## src/rtl/bcr_pkg.sv

```systemverilog
package bcr_pkg;
    typedef enum logic [1:0] {
        FLOW_CHAIN  = 2'b00,
        FLOW_STOP   = 2'b01,
        FLOW_LINEAR = 2'b10,
        FLOW_MASK   = 2'b11
    } flow_e;

    localparam int NCODE = 8;
    localparam int CODE_W = 3;
    localparam logic [CODE_W-1:0] C_S1   = 3'd0;
    localparam logic [CODE_W-1:0] C_E1   = 3'd1;
    localparam logic [CODE_W-1:0] C_S2   = 3'd2;
    localparam logic [CODE_W-1:0] C_E2   = 3'd3;
    localparam logic [CODE_W-1:0] C_FLOW = 3'd4;
    localparam logic [CODE_W-1:0] C_FLAG = 3'd5;
endpackage

```

## src/rtl/bcr_decode.sv

```systemverilog
module bcr_decode
    import bcr_pkg::*;
(
    input  logic              cmd_n,
    input  logic              ce,
    input  logic              rd_wr,
    input  logic [CODE_W-1:0] cmd_addr,
    output logic              acc_rd,
    output logic              acc_wr,
    output logic [NCODE-1:0]  sel
);
    logic acc;

    assign acc    = !cmd_n && ce;
    assign acc_rd = acc && rd_wr;
    assign acc_wr = acc && !rd_wr;

    for (genvar g = 0; g < NCODE; g++) begin : g_sel
        assign sel[g] = acc && (cmd_addr == CODE_W'(g));
    end

    always_comb begin
        assert ($onehot0(sel));
    end
endmodule

```

## src/rtl/bcr_rdmux.sv

```systemverilog
module bcr_rdmux
    import bcr_pkg::*;
#(
    parameter int PW = 13,
    parameter int DW = 16
) (
    input  logic             clk,
    input  logic             rst_n,
    input  logic             acc_rd,
    input  logic [NCODE-1:0] sel,
    input  logic [PW-1:0]    s1,
    input  logic [PW-1:0]    e1,
    input  logic [PW-1:0]    s2,
    input  logic [PW-1:0]    e2,
    input  logic [1:0]       m1,
    input  logic [1:0]       m2,
    input  logic             f1,
    input  logic             f2,
    output logic [DW-1:0]    rdata
);
    always_comb begin
        rdata = '1;
        if (acc_rd) begin
            if (sel[C_S1])   rdata[PW-1:0] = s1;
            if (sel[C_E1])   rdata[PW-1:0] = e1;
            if (sel[C_S2])   rdata[PW-1:0] = s2;
            if (sel[C_E2])   rdata[PW-1:0] = e2;
            if (sel[C_FLOW]) rdata[3:0]    = {m2, m1};
            if (sel[C_FLAG]) rdata[1:0]    = {f2, f1};
        end
    end

    AST_IDLE_ONES: assert property (@(posedge clk) disable iff (!rst_n)
        !acc_rd |-> (rdata == '1));
    AST_RSV_READ_ONES: assert property (@(posedge clk) disable iff (!rst_n)
        (acc_rd && (sel[6] || sel[7])) |-> (rdata == '1));
endmodule

```

## src/rtl/bcr_top.sv

```systemverilog
module bcr_top
    import bcr_pkg::*;
#(
    parameter int PW = 13,
    parameter int DW = 16
) (
    input  logic              clk,
    input  logic              rst_n,
    input  logic              cmd_n,
    input  logic              ce,
    input  logic              rd_wr,
    input  logic [CODE_W-1:0] cmd_addr,
    input  logic              lb_n,
    input  logic              ub_n,
    input  logic [DW-1:0]     wdata,
    output logic [DW-1:0]     rdata,
    input  logic              eob1_flag,
    input  logic              eob2_flag,
    output logic [PW-1:0]     buf1_start,
    output logic [PW-1:0]     buf1_end,
    output logic [PW-1:0]     buf2_start,
    output logic [PW-1:0]     buf2_end,
    output logic [1:0]        buf1_mode,
    output logic [1:0]        buf2_mode,
    output logic              clr_eob1,
    output logic              clr_eob2
);
    localparam int BYTE_W = 8;
    localparam logic [PW-1:0] RST_S1 = '0;
    localparam logic [PW-1:0] RST_S2 = PW'(1) << (PW - 1);
    localparam logic [PW-1:0] RST_E1 = RST_S2 - PW'(1);
    localparam logic [PW-1:0] RST_E2 = '1;

    typedef struct packed {
        logic [PW-1:0] s1;
        logic [PW-1:0] e1;
        logic [PW-1:0] s2;
        logic [PW-1:0] e2;
        logic [1:0]    m1;
        logic [1:0]    m2;
        logic          c1;
        logic          c2;
    } st_t;

    st_t st_d, st_q;
    logic acc_rd, acc_wr;
    logic [NCODE-1:0] sel;

    function automatic logic [PW-1:0] merge_bytes(input logic [PW-1:0] old,
                                                   input logic [DW-1:0] wd,
                                                   input logic lo_en,
                                                   input logic hi_en);
        logic [PW-1:0] r;
        r = old;
        for (int i = 0; i < PW; i++) begin
            if ((i < BYTE_W) ? lo_en : hi_en) r[i] = wd[i];
        end
        return r;
    endfunction

    bcr_decode u_dec (
        .cmd_n    (cmd_n),
        .ce       (ce),
        .rd_wr    (rd_wr),
        .cmd_addr (cmd_addr),
        .acc_rd   (acc_rd),
        .acc_wr   (acc_wr),
        .sel      (sel)
    );

    always_comb begin
        logic lo_en, hi_en;
        lo_en = !lb_n;
        hi_en = !ub_n;
        st_d    = st_q;
        st_d.c1 = 1'b0;
        st_d.c2 = 1'b0;
        if (acc_wr) begin
            if (sel[C_S1]) st_d.s1 = merge_bytes(st_q.s1, wdata, lo_en, hi_en);
            if (sel[C_E1]) st_d.e1 = merge_bytes(st_q.e1, wdata, lo_en, hi_en);
            if (sel[C_S2]) st_d.s2 = merge_bytes(st_q.s2, wdata, lo_en, hi_en);
            if (sel[C_E2]) st_d.e2 = merge_bytes(st_q.e2, wdata, lo_en, hi_en);
            if (sel[C_FLOW] && lo_en) begin
                st_d.m1 = wdata[1:0];
                st_d.m2 = wdata[3:2];
            end
            if (sel[C_FLAG] && lo_en) begin
                st_d.c1 = wdata[0];
                st_d.c2 = wdata[1];
            end
        end
    end

    always_ff @(posedge clk or negedge rst_n) begin
        if (!rst_n) begin
            st_q <= '{s1: RST_S1, e1: RST_E1, s2: RST_S2, e2: RST_E2,
                      m1: FLOW_CHAIN, m2: FLOW_CHAIN, c1: 1'b0, c2: 1'b0};
        end else begin
            st_q <= st_d;
        end
    end

    assign buf1_start = st_q.s1;
    assign buf1_end   = st_q.e1;
    assign buf2_start = st_q.s2;
    assign buf2_end   = st_q.e2;
    assign buf1_mode  = st_q.m1;
    assign buf2_mode  = st_q.m2;
    assign clr_eob1   = st_q.c1;
    assign clr_eob2   = st_q.c2;

    bcr_rdmux #(.PW(PW), .DW(DW)) u_rd (
        .clk    (clk),
        .rst_n  (rst_n),
        .acc_rd (acc_rd),
        .sel    (sel),
        .s1     (st_q.s1),
        .e1     (st_q.e1),
        .s2     (st_q.s2),
        .e2     (st_q.e2),
        .m1     (st_q.m1),
        .m2     (st_q.m2),
        .f1     (eob1_flag),
        .f2     (eob2_flag),
        .rdata  (rdata)
    );

    AST_CLR1_CAUSE: assert property (@(posedge clk) disable iff (!rst_n)
        clr_eob1 |-> $past(!cmd_n && ce && !rd_wr && cmd_addr == C_FLAG && !lb_n && wdata[0]));
    AST_CLR2_CAUSE: assert property (@(posedge clk) disable iff (!rst_n)
        clr_eob2 |-> $past(!cmd_n && ce && !rd_wr && cmd_addr == C_FLAG && !lb_n && wdata[1]));
    AST_CFG_HOLD_IDLE: assert property (@(posedge clk) disable iff (!rst_n)
        !$past(!cmd_n && ce && !rd_wr) |->
            ($stable({buf1_start, buf1_end, buf2_start, buf2_end, buf1_mode, buf2_mode})
             && !clr_eob1 && !clr_eob2));
    AST_RSV_NO_WRITE: assert property (@(posedge clk) disable iff (!rst_n)
        $past(!cmd_n && ce && !rd_wr && cmd_addr[2:1] == 2'b11) |->
            $stable({buf1_start, buf1_end, buf2_start, buf2_end, buf1_mode, buf2_mode}));
    AST_CLR_NO_CFG: assert property (@(posedge clk) disable iff (!rst_n)
        $past(!cmd_n && ce && !rd_wr && cmd_addr == C_FLAG) |->
            $stable({buf1_start, buf1_end, buf2_start, buf2_end, buf1_mode, buf2_mode}));
endmodule

```

## config.mk

```make
export PLATFORM = sky130hd
export DESIGN_NAME = bcr_top
export DESIGN_NICKNAME = d
export VERILOG_FILES = /design/src/rtl/bcr_pkg.sv /design/src/rtl/bcr_decode.sv /design/src/rtl/bcr_rdmux.sv /design/src/rtl/bcr_top.sv
export SDC_FILE = /design/constraint.sdc
export NUM_CORES = 1
export LEC_CHECK = 0
export ABC_AREA = 1
export BUFFER_PORTS_ARGS = -buffer_cell sky130_fd_sc_hd__buf_4
export CAP_MARGIN = 20
export CORE_ASPECT_RATIO = 0.8
export CORE_UTILIZATION = 47
export DETAILED_ROUTE_END_ITERATION = 12
export PLACE_DENSITY = 0.74
export SLEW_MARGIN = 20
export SYNTH_ARGS = -nofsm -noshare
export SYNTH_HDL_FRONTEND = slang
export SYNTH_SLANG_ARGS = --single-unit
```

## constraint.sdc

```tcl
create_clock -name clk -period 1.77 [get_ports clk]
set_input_delay 0.354 -clock clk [delete_from_list [all_inputs] [get_ports clk]]
set_output_delay 0.354 -clock clk [all_outputs]
set_load 0.03 [all_outputs]
```

# Word-level counts from Yosys, hierarchy flattened
# Cells that the tools add are included.
# totals
ff_bits	58
in_bits	28
output_inout_bits	74
# op_classes
eq_ne	5
muxes	9
bitwise_logic	2
n_reduce_logical	24
# ops
op	count
$mux 13	5
$reduce_and 3->1	8
$logic_and 1x1->1	11
$eq 3x2->1 const B	2
$eq 3x3->1 const B	2
$mux 2	3
$mux 4	1
$eq 3x1->1 const B	1
$logic_not 1->1	3
$logic_not 3->1	1
$not 1->1	2
$reduce_and 2->1	1

# Depth between registers and ports, before layout
# Gate-level depths: netlist (run 1).
# depth
word_depth	10
depth_mapped	10
ltp_nobuf	10

# Hierarchy
# Synthesis (run 1) repeated with hierarchy kept, for this count alone.
# hier_totals
cells_unflattened	410
area_unflattened_um2	3130.5
# by_module_without_submodules
module	n_inst	cells_each	area_per_inst_um2
bcr_top	1	259	2448.6
bcr_rdmux	1	129	596.8
bcr_decode	1	22	85.1

# Least setup slack after synthesis (run 1)
# Ideal clock, no wire load.
# synth_timing
path_type	input to output
from	input port cmd_n
to	output port rdata[10]
arrival_time_ns	1.315
slack_ns	0.101
path_stages	10
n_path_buf	1
path_cell_list	inv_1 nand2_2 nor2_4 nand2_2 buf_6 or2_0 nand3_1 nand2_1 nand2_1 nand2_1
# synth_between
elab_chain_len	8
# synth_rtl
element	line_no	text
start, declared	bcr_top.sv:9	input logic cmd_n,
$logic_not 1->1 (*)	bcr_decode.sv:14	assign acc = !cmd_n && ce;
$logic_and 1x1->1 (*)	bcr_decode.sv:14	
$logic_and 1x1->1	bcr_decode.sv:19	assign sel[g] = acc && (cmd_addr == CODE_W'(g));
$mux 13	bcr_rdmux.sv:24	if (sel[C_S1]) rdata[PW-1:0] = s1;
$mux 13	bcr_rdmux.sv:25	if (sel[C_E1]) rdata[PW-1:0] = e1;
$mux 13	bcr_rdmux.sv:26	if (sel[C_S2]) rdata[PW-1:0] = s2;
$mux 13	bcr_rdmux.sv:27	if (sel[C_E2]) rdata[PW-1:0] = e2;
$mux 13 (*)	bcr_rdmux.sv:23	if (acc_rd) begin
end, declared	bcr_top.sv:16	output logic [DW-1:0] rdata,
# Every way passes the cells marked *; elsewhere a longest branch is shown, timed or not.

# Worst setup path in the final report (run 1)
# layout_timing
from	input port cmd_n
to	output port rdata[12]
# Same word-level chain as after synthesis.

==> flow_metrics.env, run 1 <==
export IMPL_run_status="finished, violations left"
export IMPL_failed_checks="negative setup slack"
export IMPL_yosys_warnings=0
export IMPL_grt_first_pass_wirelength_um=13200
export IMPL_finalMaxSlewViolations=0
export IMPL_floorplan_core_area_um2=5970
export IMPL_critical_path_arrival_ns=1.56
export IMPL_drive_gt1_share_pct=47.3
export IMPL_worstHoldPathType="in -> async"
export IMPL_mean_instance_size_in_the_synthesized_netlist_um2=8.19
export IMPL_wire_per_inst_um=14.9
export IMPL_syn_to_final_growth_pct=50.9
export IMPL_gr_usage_all_layers_pct=26.2
export IMPL_post_route_drc_count=0
export IMPL_critical_path_class="in -> out"
export IMPL_finalSetupViolations=13
export IMPL_synth_cell_type_count=28
export IMPL_detailedPlacementHpwl_um=5770
export IMPL_vdd_drop_max_mv=0.498
export IMPL_number_of_buffers_created_by_cts=9
export IMPL_max_cap_violations=0
export IMPL_cp_num_buf_inv=6
export IMPL_antenna_diode_count=0
export IMPL_area_sequential_um2=1480
export IMPL_port_buffers=95
export IMPL_overflow=0
export IMPL_netlist_instances=358
export IMPL_fin_worst_skew_ns=0
export IMPL_p_seq_share_pct=43.8
export IMPL_share_comb_of_total_power_pct=19.6
export IMPL_detailedRoute_firstIterationViolations=153
export IMPL_post_route_util_pct=74.1
export IMPL_power_share_switching_pct=29.0
export IMPL_place_ws_ns=-0.156
export IMPL_critical_path_max_stage_delay_ns=0.16
export IMPL_antenna_found_initial=0
export IMPL_timing_critical_path_from="cmd_n"
export IMPL_critPathLaunchType="input port"
export IMPL_fin_crit_ns=1.91
export IMPL_cp_cell_sequence="buf_8 > inv_2 > nand2_2 > nor2_4 > buf_6 > nand2_8 > buf_8 > o22ai_2 > inv_1 > nand2_1 > nand3_1 > buf_6"
export IMPL_max_clock_path_buffers=2
export IMPL_via_per_inst=5.00
export IMPL_gpl_final_weighted_congestion=0.838
export IMPL_fin_total_pwr_uw=3490
export IMPL_wl_um=8570
export IMPL_worst_slew_pin_transition_ns=0.746
export IMPL_antenna_left=0
export IMPL_static_leakage_power_uw=0.00227
export IMPL_internal_power_uw=2480
export IMPL_vias=2879
export IMPL_floorplan_die_area_um2=6560
export IMPL_synthesis_area_um2=2930
export IMPL_rows=25
export IMPL_max_stage_delay_cell_worst_path="sky130_fd_sc_hd__nor2_4"
export IMPL_mostFrequentLayoutCell="sky130_fd_sc_hd__buf_4"
export IMPL_family_with_the_most_delay_on_the_worst_path="buffers and inverters"
export IMPL_max_freq_mhz=524
export IMPL_seq_area_frac_synth_pct=50.6
export IMPL_tritoncts_num_sinks=58
export IMPL_pin_count=102
export IMPL_fp_dieH_um=72.7
export IMPL_critical_path_reg2reg_startpoint="buf1_end[11]"
export IMPL_fill_cells=437
export IMPL_fin_nets=518
export IMPL_root_buffer="sky130_fd_sc_hd__clkbuf_8"
export IMPL_yosys_register_bits=58
export IMPL_h_tree_depth=3
export IMPL_setup_ws_ns=-0.140
export IMPL_clkPwrFrac_pct=36.6
export IMPL_min_period_over_period_pct=108
export IMPL_unrepaired_setup_endpoints_after_global_routing="yes"
export IMPL_clock_insertion_delay_worst_skew_ns=0.33
export IMPL_layout_common_cells="sky130_fd_sc_hd__buf_4 (106), sky130_fd_sc_hd__nand2_1 (102), sky130_fd_sc_hd__inv_1 (35), sky130_fd_sc_hd__dfrtp_1 (32), sky130_fd_sc_hd__o21ai_1 (27)"
export IMPL_detail_route_first_pass_iterations=5
export IMPL_die_x_um=90.3
export IMPL_worst_setup_path_end_kind="output pin"
export IMPL_power_net_switching_uw=1010
export IMPL_relSlewSlack_pct=50.3
export IMPL_clk_pin_slew_ns=0.07
export IMPL_cts_tree="yes"
export IMPL_pwr_density_cell_nw_per_um2=789
export IMPL_effective_utilization_at_floorplan_pct=49.1
export IMPL_multiInputGateArea_um2=1390
export IMPL_crit_required_ns=1.42
export IMPL_vias_in_the_first_global_route=2600
export IMPL_postCtsHoldBufs=0
export IMPL_grt_max_degree=59
export IMPL_worstPathMaxFanout=5
export IMPL_finalHoldViolCount=0
## worst paths after layout
kind / endpoint / slack (ns) / cells past startpoint
max: rdata[12] / -0.14 / 12
min: buf2_start[10] / 0.06 / 1
max reg2reg: buf1_end[11] / 0.97 / 2
min reg2reg: buf2_end[3] / 0.48 / 2
max in group asynchronous: buf1_start[5] / 1.20 / 1
min in group clk: buf2_end[7] / 0.30 / 3
## metal layers
metal	global-route usage (%)	vias up	wire [µm]
met3	6.88	15	620
met1	36.1	1348	3700
li1	-	1400	-
met5	0	-	0
met4	5.56	0	124
met2	42.2	116	4120
## layout make-up
type,instances,share of cell area (%)
tap,81,2.29
timing repair buffer,127,23.9
inverter,45,4.21
multi-input combinational,249,31.4
sequential,58,33.5
clock inverter,2,0.791
clock buffer,14,3.90
## power groups by stage
stage | clock network, µW | logic, µW | registers (µW)
global placement | 0 | 616 | 1540
floorplan | 0 | 180 | 1710
finish | 1280 | 685 | 1530
detailed placement | 0 | 629 | 1540
global route | 1360 | 734 | 1540
CTS | 1300 | 658 | 1530
## cells by family after synthesis
kind of cell,after synthesis,share of synthesized area (%)
simple gates,175,27.6
buf+inv,54,8.62
compound gates,70,13.0
other cells,1,0.128
flops,58,50.6
## synth_stat cells
master | count | share of area, %
sky130_fd_sc_hd__or2_0 | 4 | 0.85
sky130_fd_sc_hd__or2_2 | 6 | 1.3
sky130_fd_sc_hd__nand2_1 | 111 | 14
sky130_fd_sc_hd__o21ai_0 | 28 | 4.8
sky130_fd_sc_hd__nor2_8 | 1 | 0.68
sky130_fd_sc_hd__nand2_2 | 8 | 1.7
sky130_fd_sc_hd__nand3b_1 | 1 | 0.26
sky130_fd_sc_hd__o211ai_1 | 1 | 0.26
sky130_fd_sc_hd__or2_1 | 1 | 0.21
sky130_fd_sc_hd__buf_6 | 5 | 1.9
sky130_fd_sc_hd__nor3_1 | 3 | 0.51
sky130_fd_sc_hd__nand2_4 | 4 | 1.5
sky130_fd_sc_hd__nor2_4 | 4 | 1.5
sky130_fd_sc_hd__nand3_1 | 12 | 2.0
sky130_fd_sc_hd__buf_4 | 3 | 0.77
sky130_fd_sc_hd__nor2_1 | 17 | 2.2
sky130_fd_sc_hd__dfrtp_1 | 32 | 27
sky130_fd_sc_hd__o21ai_1 | 26 | 4.4
sky130_fd_sc_hd__inv_1 | 40 | 5.1
sky130_fd_sc_hd__inv_2 | 5 | 0.64
sky130_fd_sc_hd__buf_2 | 1 | 0.17
sky130_fd_sc_hd__a21oi_1 | 4 | 0.68
sky130_fd_sc_hd__nand4_1 | 1 | 0.21
sky130_fd_sc_hd__conb_1 | 1 | 0.13
sky130_fd_sc_hd__nor2_2 | 2 | 0.43
sky130_fd_sc_hd__o22ai_1 | 5 | 1.1
sky130_fd_sc_hd__o21ai_2 | 6 | 1.8
sky130_fd_sc_hd__dfstp_2 | 26 | 23
## flip-flops by register name, summed over array words and instances (netlist names)
signal      cells
buf1_end       13
buf2_start     13
clr_eob1        1
buf2_end       13
buf1_mode       2
clr_eob2        1
buf1_start     13
buf2_mode       2
## metrics by stage
| stage | instance area, µm² | cells | setup TNS, ns | hold slack, ns |
|---|---|---|---|---|
| after global placement | 3850 | 551 | -1.40 | 0.454 |
| after floorplan | 2940 | 360 | 0 | 0.0584 |
| after detailed placement | 3850 | 551 | -1.56 | 0.460 |
| final | 4430 | 576 | -0.970 | 0.0629 |
| after global routing | 4430 | 576 | -1.76 | 0.118 |
| after CTS | 4260 | 569 | -1.13 | 0.0972 |
## what timing repair did
action,in CTS,in global routing
endpoints found under the setup margin,13,13
resized for setup,47,27
cloned,1,0
buffers inserted,1,7
pin swaps,2,15
(Power assumes the default switching activity.)
==> run 2: changes to the inputs <==
--- a/config.mk
+++ b/config.mk
@@ -8,10 +8,13 @@
 export ABC_AREA = 1
 export BUFFER_PORTS_ARGS = -buffer_cell sky130_fd_sc_hd__buf_4
 export CAP_MARGIN = 20
+export CELL_PAD_IN_SITES_DETAIL_PLACEMENT = 1
+export CELL_PAD_IN_SITES_GLOBAL_PLACEMENT = 2
 export CORE_ASPECT_RATIO = 0.8
-export CORE_UTILIZATION = 47
+export CORE_UTILIZATION = 28
 export DETAILED_ROUTE_END_ITERATION = 12
-export PLACE_DENSITY = 0.74
+export HOLD_SLACK_MARGIN = 0.15
+export PLACE_DENSITY = 0.78
 export SLEW_MARGIN = 20
 export SYNTH_ARGS = -nofsm -noshare
 export SYNTH_HDL_FRONTEND = slang
==> run 2 against run 1 <==
  * Critical path depth decreased by 1
  * Count of clock-buffer cells in the layout decreased by 3
  * The run still ends with negative setup slack left
  * Sequential share of layout area decreased by 2.0 points
  * Via count increased by 0.45%
  * Die area increased by 66%
  * Worst hold slack improved by 0.25 ns
==> flow_metrics.env, run 2 (synthesized netlist as in run 1, its figures left out) <==
export IMPL_setup_ws_ns=-0.0532
export IMPL_critical_path_arrival_ns=1.47
export IMPL_critical_path_reg2reg_startpoint="buf1_end[9]"
export IMPL_grt_first_pass_wirelength_um=15900
export IMPL_static_leakage_power_uw=0.00237
export IMPL_max_cap_violations=0
export IMPL_crit_required_ns=1.42
export IMPL_tritoncts_num_sinks=58
export IMPL_effective_utilization_at_floorplan_pct=28.8
export IMPL_via_per_inst=4.53
export IMPL_syn_to_final_growth_pct=60.3
export IMPL_fin_crit_ns=1.82
export IMPL_worst_reg2reg_setup_slack_ns=0.93
export IMPL_detail_route_first_pass_iterations=4
export IMPL_layout_common_cells="sky130_fd_sc_hd__buf_4 (103), sky130_fd_sc_hd__nand2_1 (97), sky130_fd_sc_hd__inv_1 (33), sky130_fd_sc_hd__dfrtp_1 (32), sky130_fd_sc_hd__o21ai_1 (27)"
export IMPL_worstPathMaxFanout=10
export IMPL_wire_per_inst_um=15.7
export IMPL_h_tree_depth=3
export IMPL_finalHoldViolCount=0
export IMPL_pwr_density_cell_nw_per_um2=869
export IMPL_gr_usage_all_layers_pct=19.8
export IMPL_place_ws_ns=-0.205
export IMPL_grt_max_degree=33
export IMPL_floorplan_core_area_um2=10200
export IMPL_number_of_buffers_created_by_cts=9
export IMPL_vias_in_the_first_global_route=2963
export IMPL_critical_path_reg2reg_endpoint="buf1_end[9]"
export IMPL_detailedPlacementHpwl_um=7160
export IMPL_finalMaxSlewViolations=0
export IMPL_pin_count=102
export IMPL_holdCritStartpoint="wdata[7]"
export IMPL_worstHoldPathType="in -> reg"
export IMPL_post_route_drc_count=0
export IMPL_max_clock_path_buffers=2
export IMPL_floorplan_die_area_um2=10900
export IMPL_port_buffers=95
export IMPL_max_freq_mhz=548
export IMPL_fill_cells=1214
export IMPL_wl_um=10000
export IMPL_detailedRoute_firstIterationViolations=80
export IMPL_fin_worst_skew_ns=0
export IMPL_timing_hold_worst_endpoint="buf1_end[7]"
export IMPL_min_period_over_period_pct=103
export IMPL_r2r_cells=2
export IMPL_overflow=0
export IMPL_clock_insertion_delay_worst_skew_ns=0.32
export IMPL_area_sequential_um2=1480
export IMPL_multiInputGateArea_um2=1400
export IMPL_critical_path_class="in -> out"
export IMPL_rows=33
export IMPL_hold_depth=3
export IMPL_die_x_um=116
export IMPL_vdd_drop_max_mv=0.385
export IMPL_fp_dieH_um=93.5
export IMPL_critPathLaunchType="input port"
export IMPL_mostFrequentLayoutCell="sky130_fd_sc_hd__buf_4"
export IMPL_worst_setup_path_end_kind="output pin"
export IMPL_antenna_left=0
export IMPL_root_buffer="sky130_fd_sc_hd__clkbuf_16"
export IMPL_unrepaired_setup_endpoints_after_global_routing="yes"
export IMPL_fin_nets=522
export IMPL_cts_tree="yes"
export IMPL_finalSetupViolations=10
export IMPL_failed_checks="negative setup slack"
export IMPL_numPlacedInstances=616
export IMPL_gpl_final_weighted_congestion=0.765
export IMPL_clk_pin_slew_ns=0.05
export IMPL_drive_gt1_share_pct=48.9
export IMPL_finalSetupTns_ns=-0.283
export IMPL_antenna_found_initial=0
export IMPL_post_layout_nonfiller_instances=639
export IMPL_antenna_diode_count=0
export IMPL_vias=2892
export IMPL_run_status="finished, violations left"
-- run 2: how the worst max path moves through the flow --
stage	start	to	slack, ns	cells after the start
finish	cmd_n	rdata[12]	-0.05	11
global route	ce	rdata[12]	-0.14	10
CTS	cmd_n	rdata[4]	-0.11	11
detailed placement	cmd_addr[1]	rdata[1]	-0.20	10
global placement	cmd_n	rdata[4]	-0.22	11
floorplan	cmd_n	rdata[10]	0.10	10
-- run 2: what timing repair did --
action | in CTS | in global routing
gates resized for setup | 53 | 39
gates cloned | 0 | 1
setup endpoints to repair | 13 | 13
pin swaps | 2 | 5
endpoints found under the hold margin | 14 | 0
hold buffers | 1 | 0
buffers inserted | 3 | 2
-- run 2: through the flow --
stage	cell area (µm²)	power (µW)	utilization [%]	hold slack, ns
after global routing	4700	4250	46.1	0.328
after detailed placement	4010	2210	39.3	0.315
after CTS	4550	4120	44.6	0.308
final	4700	4080	46.1	0.318
after floorplan	2940	1890	-	0.0584
after global placement	4010	2190	39.3	0.311
-- run 2: per-layer routing --
metal | part of all wire (%) | up-vias | wire length [µm] | GRT usage (%)
met2 | 49 | 62 | 4920 | 32.1
met3 | 3.3 | 6 | 329 | 3.63
met4 | 0.73 | 0 | 73 | 5.77
met1 | 47 | 1419 | 4690 | 26.6
li1 | - | 1405 | - | -
met5 | 0 | - | 0 | 0
-- run 2: critical path, cell delays in order --
cell	delay (ns)
sky130_fd_sc_hd__buf_8	0.10
sky130_fd_sc_hd__inv_4	0.05
sky130_fd_sc_hd__nand2_4	0.05
sky130_fd_sc_hd__nor2_4	0.13
sky130_fd_sc_hd__nand2_4	0.13
sky130_fd_sc_hd__buf_4	0.18
sky130_fd_sc_hd__o22ai_2	0.14
sky130_fd_sc_hd__inv_1	0.05
sky130_fd_sc_hd__nand2_1	0.05
sky130_fd_sc_hd__nand3_1	0.08
sky130_fd_sc_hd__buf_6	0.15
-- run 2: area by class of cell --
type / instances / area share, %
clock buffers: 11 / 4.95
clock inverters: 5 / 1.68
multi-input cells: 248 / 29.7
inverters: 45 / 4.12
repair buffers: 132 / 24.3
well taps: 140 / 3.73
flip-flops and latches: 58 / 31.6
-- run 2: where the power goes --
part / leakage (µW) / switching [µW] / total [µW] / internal (µW)
combinational: 0.00150 / 432 / 706 / 274
sequential: 0.000711 / 78.9 / 1530 / 1450
clock: 0.000153 / 615 / 1840 / 1230
total: 0.00237 / 1130 / 4080 / 2960
